[src/rtl/sinc4_pkg.sv]
package sinc4_pkg;

    localparam int ORDER    = 4;
    localparam int OSR_MAXB = 12;
    localparam int ACC_W    = ORDER * OSR_MAXB + 2;
    localparam int OUT_W    = 24;
    localparam int SEL_W    = 4;
    localparam int OSR_W    = OSR_MAXB + 1;
    localparam int CNT_W    = OSR_MAXB;
    localparam int SH_W     = 6;
    localparam int BUF_DLY  = 8;
    localparam int SETTLE_N = ORDER;

    typedef logic [OSR_W-1:0]        osr_t;
    typedef logic [SH_W-1:0]         shamt_t;
    typedef logic signed [ACC_W-1:0] acc_t;

    typedef struct packed {
        logic   left;
        shamt_t amt;
    } shift_t;

    typedef struct packed {
        logic vld;
        logic stl;
        acc_t val;
    } raw_t;

    typedef struct packed {
        logic                    vld;
        logic                    stl;
        logic signed [OUT_W-1:0] data;
    } word_t;

    localparam osr_t OSR_FALLBACK = osr_t'(32);

    function automatic osr_t osr_decode(input logic [SEL_W-1:0] code);
        osr_t r;
        case (code)
            4'd0:    r = osr_t'(12);
            4'd1:    r = osr_t'(16);
            4'd2:    r = osr_t'(24);
            4'd3:    r = osr_t'(32);
            4'd4:    r = osr_t'(64);
            4'd5:    r = osr_t'(128);
            4'd6:    r = osr_t'(256);
            4'd7:    r = osr_t'(512);
            4'd8:    r = osr_t'(1024);
            4'd9:    r = osr_t'(2048);
            4'd10:   r = osr_t'(4096);
            default: r = OSR_FALLBACK;
        endcase
        return r;
    endfunction

    // Smallest g with 2**g >= osr**ORDER (ORDER fixed at 4 here).
    function automatic int gain_bits(input osr_t osr);
        logic [63:0] p;
        int          b;
        p = 64'(osr) * 64'(osr);
        p = p * p;
        b = 0;
        for (int k = 0; k < 63; k++) begin
            if ((64'd1 << k) < p) b = k + 1;
        end
        return b;
    endfunction

    function automatic shift_t shift_for(input osr_t osr);
        shift_t s;
        int     g;
        g = gain_bits(osr);
        if (g <= OUT_W - 1) begin
            s.left = 1'b1;
            s.amt  = shamt_t'(OUT_W - 1 - g);
        end else begin
            s.left = 1'b0;
            s.amt  = shamt_t'(g - (OUT_W - 1));
        end
        return s;
    endfunction

endpackage

[src/rtl/sinc4_ctrl.sv]
module sinc4_ctrl
    import sinc4_pkg::*;
(
    input  logic             clk,
    input  logic             rst,
    input  logic             mod_en,
    input  logic [SEL_W-1:0] osr_sel,
    output logic             clr,
    output logic             take,
    output logic             wrap,
    output shift_t           shift
);

    osr_t             osr_cur;
    osr_t             osr_req;
    logic             chg;
    logic [CNT_W-1:0] cnt;

    assign osr_req = osr_decode(osr_sel);
    assign chg     = (osr_req != osr_cur);
    assign clr     = rst | chg;
    assign take    = mod_en & ~clr;
    assign wrap    = take & ({1'b0, cnt} == (osr_cur - osr_t'(1)));

    always_ff @(posedge clk) begin
        if (clr) begin
            cnt     <= '0;
            osr_cur <= osr_req;
            shift   <= shift_for(osr_req);
        end else if (take) begin
            cnt <= wrap ? '0 : cnt + CNT_W'(1);
        end
    end

    AST_CNT_IN_RANGE: assert property (@(posedge clk) disable iff (rst)
        ({1'b0, cnt} < osr_cur));

    AST_CNT_HOLD_IDLE: assert property (@(posedge clk) disable iff (rst)
        (!mod_en && !clr) |=> $stable(cnt));

    AST_RATIO_RESTART: assert property (@(posedge clk) disable iff (rst)
        chg |=> (cnt == '0));

endmodule

[src/rtl/sinc4_integ.sv]
module sinc4_integ
    import sinc4_pkg::*;
#(
    parameter int N = ORDER
) (
    input  logic clk,
    input  logic clr,
    input  logic take,
    input  logic wrap,
    input  logic mod_bit,
    output logic samp_v,
    output acc_t samp_val
);

    acc_t acc [N];
    acc_t sum [N+1];

    assign sum[0] = mod_bit ? acc_t'(1) : acc_t'(-1);

    generate
        for (genvar g = 0; g < N; g++) begin : g_stage
            assign sum[g+1] = acc[g] + sum[g];
            always_ff @(posedge clk) begin
                if (clr)       acc[g] <= '0;
                else if (take) acc[g] <= sum[g+1];
            end
        end
    endgenerate

    always_ff @(posedge clk) begin
        if (clr) begin
            samp_v   <= 1'b0;
            samp_val <= '0;
        end else begin
            samp_v <= wrap;
            if (wrap) samp_val <= sum[N];
        end
    end

    AST_INTEG_IDLE: assert property (@(posedge clk) disable iff (clr)
        !take |=> ($stable(acc[0]) && $stable(acc[N-1])));

    AST_SAMPLE_NEEDS_TAKE: assert property (@(posedge clk) disable iff (clr)
        samp_v |-> $past(take));

endmodule

[src/rtl/sinc4_comb.sv]
module sinc4_comb
    import sinc4_pkg::*;
#(
    parameter int N      = ORDER,
    parameter int SETTLE = SETTLE_N
) (
    input  logic clk,
    input  logic clr,
    input  logic in_v,
    input  acc_t in_val,
    output raw_t y
);

    localparam int SW = $clog2(SETTLE + 1);

    acc_t          dly [N];
    acc_t          dif [N+1];
    logic [SW-1:0] seen;

    assign dif[0] = in_val;

    generate
        for (genvar g = 0; g < N; g++) begin : g_stage
            assign dif[g+1] = dif[g] - dly[g];
            always_ff @(posedge clk) begin
                if (clr)       dly[g] <= '0;
                else if (in_v) dly[g] <= dif[g];
            end
        end
    endgenerate

    always_ff @(posedge clk) begin
        if (clr) begin
            y    <= '0;
            seen <= '0;
        end else begin
            y.vld <= in_v;
            if (in_v) begin
                y.val <= dif[N];
                y.stl <= (seen == SW'(SETTLE));
                if (seen != SW'(SETTLE)) seen <= seen + SW'(1);
            end
        end
    end

    AST_FILL_MONOTONE: assert property (@(posedge clk) disable iff (clr)
        !clr |=> (seen >= $past(seen)));

    AST_SETTLED_AFTER_FILL: assert property (@(posedge clk) disable iff (clr)
        (y.vld && y.stl) |-> (seen == SW'(SETTLE)));

endmodule

[src/rtl/sinc4_scale.sv]
module sinc4_scale
    import sinc4_pkg::*;
(
    input  logic   clk,
    input  logic   clr,
    input  raw_t   y,
    input  shift_t sh,
    output word_t  w
);

    localparam acc_t POS_LIM = (acc_t'(1) <<< (OUT_W - 1)) - acc_t'(1);
    localparam acc_t NEG_LIM = ~POS_LIM;

    acc_t                    val;
    acc_t                    shifted;
    logic signed [OUT_W-1:0] clipped;

    assign val     = y.val;
    assign shifted = sh.left ? (val <<< sh.amt) : (val >>> sh.amt);

    always_comb begin
        if (shifted > POS_LIM)      clipped = POS_LIM[OUT_W-1:0];
        else if (shifted < NEG_LIM) clipped = NEG_LIM[OUT_W-1:0];
        else                        clipped = shifted[OUT_W-1:0];
    end

    always_ff @(posedge clk) begin
        if (clr) begin
            w <= '0;
        end else begin
            w.vld <= y.vld;
            if (y.vld) begin
                w.stl  <= y.stl;
                w.data <= clipped;
            end
        end
    end

    AST_NO_OVERFLOW: assert property (@(posedge clk) disable iff (clr)
        (y.vld && sh.left) |-> ((shifted >>> sh.amt) == val));

endmodule

[src/rtl/sinc4_decim.sv]
module sinc4_decim
    import sinc4_pkg::*;
#(
    parameter int DLY = BUF_DLY
) (
    input  logic             clk,
    input  logic             rst,
    input  logic             mod_en,
    input  logic             mod_bit,
    input  logic [SEL_W-1:0] osr_sel,
    input  logic             buf_en,
    output logic [OUT_W-1:0] dout,
    output logic             dvalid,
    output logic             settled
);

    logic   clr;
    logic   take;
    logic   wrap;
    shift_t shift;
    logic   samp_v;
    acc_t   samp_val;
    raw_t   comb_out;
    word_t  scaled;
    word_t  tap [1:DLY];
    word_t  sel;

    sinc4_ctrl u_ctrl (
        .clk     (clk),
        .rst     (rst),
        .mod_en  (mod_en),
        .osr_sel (osr_sel),
        .clr     (clr),
        .take    (take),
        .wrap    (wrap),
        .shift   (shift)
    );

    sinc4_integ #(.N(ORDER)) u_integ (
        .clk      (clk),
        .clr      (clr),
        .take     (take),
        .wrap     (wrap),
        .mod_bit  (mod_bit),
        .samp_v   (samp_v),
        .samp_val (samp_val)
    );

    sinc4_comb #(.N(ORDER), .SETTLE(SETTLE_N)) u_comb (
        .clk    (clk),
        .clr    (clr),
        .in_v   (samp_v),
        .in_val (samp_val),
        .y      (comb_out)
    );

    sinc4_scale u_scale (
        .clk (clk),
        .clr (clr),
        .y   (comb_out),
        .sh  (shift),
        .w   (scaled)
    );

    generate
        for (genvar g = 1; g <= DLY; g++) begin : g_buf
            if (g == 1) begin : g_head
                always_ff @(posedge clk) begin
                    if (clr) tap[g] <= '0;
                    else     tap[g] <= scaled;
                end
            end else begin : g_body
                always_ff @(posedge clk) begin
                    if (clr) tap[g] <= '0;
                    else     tap[g] <= tap[g-1];
                end
            end
        end
    endgenerate

    assign sel     = buf_en ? tap[DLY] : scaled;
    assign dout    = sel.data;
    assign dvalid  = sel.vld;
    assign settled = sel.stl;

    AST_ONE_CYCLE_STROBE: assert property (@(posedge clk) disable iff (rst)
        dvalid |=> !dvalid);

endmodule

[config.mk]
export PLATFORM = sky130hd
export DESIGN_NAME = sinc4_decim
export DESIGN_NICKNAME = d
export VERILOG_FILES = /design/src/rtl/sinc4_pkg.sv /design/src/rtl/sinc4_ctrl.sv /design/src/rtl/sinc4_integ.sv /design/src/rtl/sinc4_comb.sv /design/src/rtl/sinc4_scale.sv /design/src/rtl/sinc4_decim.sv
export SDC_FILE = /design/constraint.sdc
export NUM_CORES = 2
export LEC_CHECK = 0
export ABC_AREA = 1
export BUFFER_PORTS_ARGS = -buffer_cell sky130_fd_sc_hd__clkbuf_2
export CAP_MARGIN = 15
export CORE_MARGIN = 4
export CORE_UTILIZATION = 50
export DETAILED_ROUTE_END_ITERATION = 6
export HOLD_SLACK_MARGIN = 0.06
export PLACE_DENSITY = 0.71
export SETUP_SLACK_MARGIN = 0.15
export SKIP_CTS_REPAIR_TIMING = 1
export SLEW_MARGIN = 20
export SYNTH_ARGS = -nofsm -noshare
export SYNTH_HDL_FRONTEND = slang
export SYNTH_HIERARCHICAL = 1
export SYNTH_SLANG_ARGS = --single-unit
export TNS_END_PERCENT = 30
[constraint.sdc]
create_clock -name clk -period 36.3 [get_ports clk]
set_clock_uncertainty 0.05 [all_clocks]
set_input_delay 0 -clock clk [delete_from_list [all_inputs] [get_ports clk]]
set_output_delay 0 -clock clk [all_outputs]
set_load 0.01 [all_outputs]
==> results.json <==
{
  "synth.avg_cell_area_um2": 7.17,
  "dp_hpwl_um": 175000,
  "initial_core_util": 0.503,
  "drtIter0Drc": 6163,
  "grt_max_degree": 151,
  "layout.area.seq_um2": 19600,
  "nFillCells": 14900,
  "drive_gt1_frac": 0.0522,
  "cp-end-kind": "flop",
  "cts_buffers": 92,
  "clk_latency_ns": 0.72,
  "start_kind": "input pin",
  "max-clock-path-buffers": 3,
  "synth-warning-count": 6,
  "timing.rr.start": "u_integ/acc[0][0]$_SDFFCE_PN0P_",
  "clk_pin_slew_worst_paths_ns": 0.06,
  "gr-total-overflow": 0,
  "area_growth_pct": 7.03,
  "synthesis.area_um2": 76300,
  "firstDrtPassIters": 6,
  "max-cap-violations": 0,
  "pin_count": 35,
  "num_rows": 143,
  "fin_crit_ns": 15.25,
  "place.gp.congestion": 0.958,
  "dpl-instance-area_um2": 78300,
  "slew_headroom": 0.206,
  "setup_ws_ns": 21.05,
  "cts_sinks": 770,
  "die_w_um": 399,
  "seq_area_frac_synth": 0.257,
  "grt_pass1_wl_um": 353000,
  "crit_path_frequent_cell": "nand2_1",
  "drcViolationCount": 0,
  "synth_area_leaders": "edfxtp_1, ha_1, inv_1",
  "fin_nets": 11700,
  "core-area_um2": 152000,
  "hp-start": "rst",
  "period_share": 0.420,
  "grt_pass1_vias": 66200,
  "dieArea_um2": 159000,
  "portBuffers": 34,
  "arrival_ns": 15.63,
  "async_flop_share": 0,
  "rsz0062_at_grt": "no",
  "via_per_inst": 5.35,
  "startpoint": "osr_sel[2]",
  "synth_top_area_frac": 0.165,
  "hold_viol_final": 0,
  "ant_nets": 0,
  "antenna_found_initial": 2,
  "slew_violations": 0,
  "worst_pin_slew_ns": 1.19,
  "outcome": "complete, no violations",
  "yosysMostFrequentCell": "inv_1",
  "critPathMaxStageDelay_ns": 0.87,
  "crit_type": "input pin to flop",
  "grt_usage": 0.274,
  "post-place-ws_ns": 21.09,
  "fp.dieH_um": 399,
  "yosys.cell_types.count": 92,
  "ys_seq_elements": 770,
  "finalInstanceArea_um2": 81700,
  "setup_violations": 0,
  "tns_ns": 0,
  "via_count": 68100,
  "crit_path_max_fanout": 19,
  "cts_tree": "built",
  "synth-edff-count": 418,
  "syn_inst": 10600,
  "htree_levels": 3,
  "multiInputGateArea_um2": 47700,
  "drt-wirelength-per-cell_um": 17.2,
  "max_freq_ghz": 0.0656,
  "drt_wl_total_um": 219000,
  "synth_top_flop_cell": "edfxtp_1",
  "synth_commonest_cells": "inv_1, nand2_1, nor2_1",
  "synth_area_leader_cell": "edfxtp_1",
  "worst-r2r-setup-slack_ns": 27.20,
  "cts_root_buffer": "clkbuf_16",
  "required_ns": 36.67,
  "crit_slowest_cell": "clkinv_1",
  "min_path_type": "input pin to flop"
}
==> area by class of cell <==
| class | count | area share |
|---|---|---|
| clock inverter | 45 | 0.00671 |
| antenna | 1 | 0.0000306 |
| timing repair buffer | 84 | 0.00757 |
| multi-input combinational | 7536 | 0.584 |
| tap | 2030 | 0.0311 |
| inverter | 2136 | 0.0984 |
| clock buffer | 122 | 0.0322 |
| sequential | 770 | 0.240 |
==> flip-flops by register name, indices dropped and copies added (netlist names) <==
signal,cells
tap,208
u_scale/w,26
u_integ/samp_val,50
u_integ/acc,200
u_comb/dly,200
u_comb/y,52
u_ctrl/cnt,12
u_ctrl/shift,7
u_ctrl/osr_cur,11
u_integ/samp_v,1
u_comb/seen,3
==> worst paths after layout <==
check,to,cells past startpoint
max,u_ctrl/shift[2]$_DFFE_PP_,66
min,u_integ/samp_val[49]$_SDFFE_PP0P_,8
max reg2reg,u_integ/samp_val[45]$_SDFFE_PP0P_,44
min reg2reg,tap[0][116]$_SDFF_PP0_,2
==> worst max-delay path: cells and delay by family <==
| family | cells | cell delay [ns] |
|---|---|---|
| fa+ha+maj | 15 | 6.79 |
| compound gates | 1 | 0.16 |
| buf+inv | 17 | 3.15 |
| simple gates | 30 | 4.43 |
| xor+xnor | 3 | 1.09 |
==> metal layers <==
metal / track usage / share of wire
met1: 0.402 / 0.48
met2: 0.432 / 0.44
met3: 0.0362 / 0.067
met4: 0.0613 / 0.022
met5: 0 / 0
==> placed cells by master (no fill, tap or decap), types with 352 or more instances in the layout <==
cell type,n
nand2_1,1944
edfxtp_1,418
nand3_1,688
nor2_1,1491
a21oi_1,631
inv_1,2076
o21ai_0,354
dfxtp_1,352
fa_1,389
ha_1,652
==> metrics by stage <==
step / instances / utilization / hold slack [ns]
2_1_floorplan: 10700 / - / 0.161
3_3_place_gp: 12500 / 0.516 / 0.325
3_5_place_dp: 12500 / 0.516 / 0.342
4_1_cts: 12700 / 0.537 / -0.393
5_1_grt: 12700 / 0.538 / 0.0745
6_report: 12700 / 0.538 / 0.0305
==> cell families after synthesis <==
family	synth area share
fa+ha+maj	0.209
flops	0.257
simple gates	0.248
compound gates	0.122
buf+inv	0.122
mux	0.000262
other cells	0.0000984
xor+xnor	0.0420
Power is not shown: default switching activity piles up to over one toggle a cycle in this logic, so the estimate is an artifact.
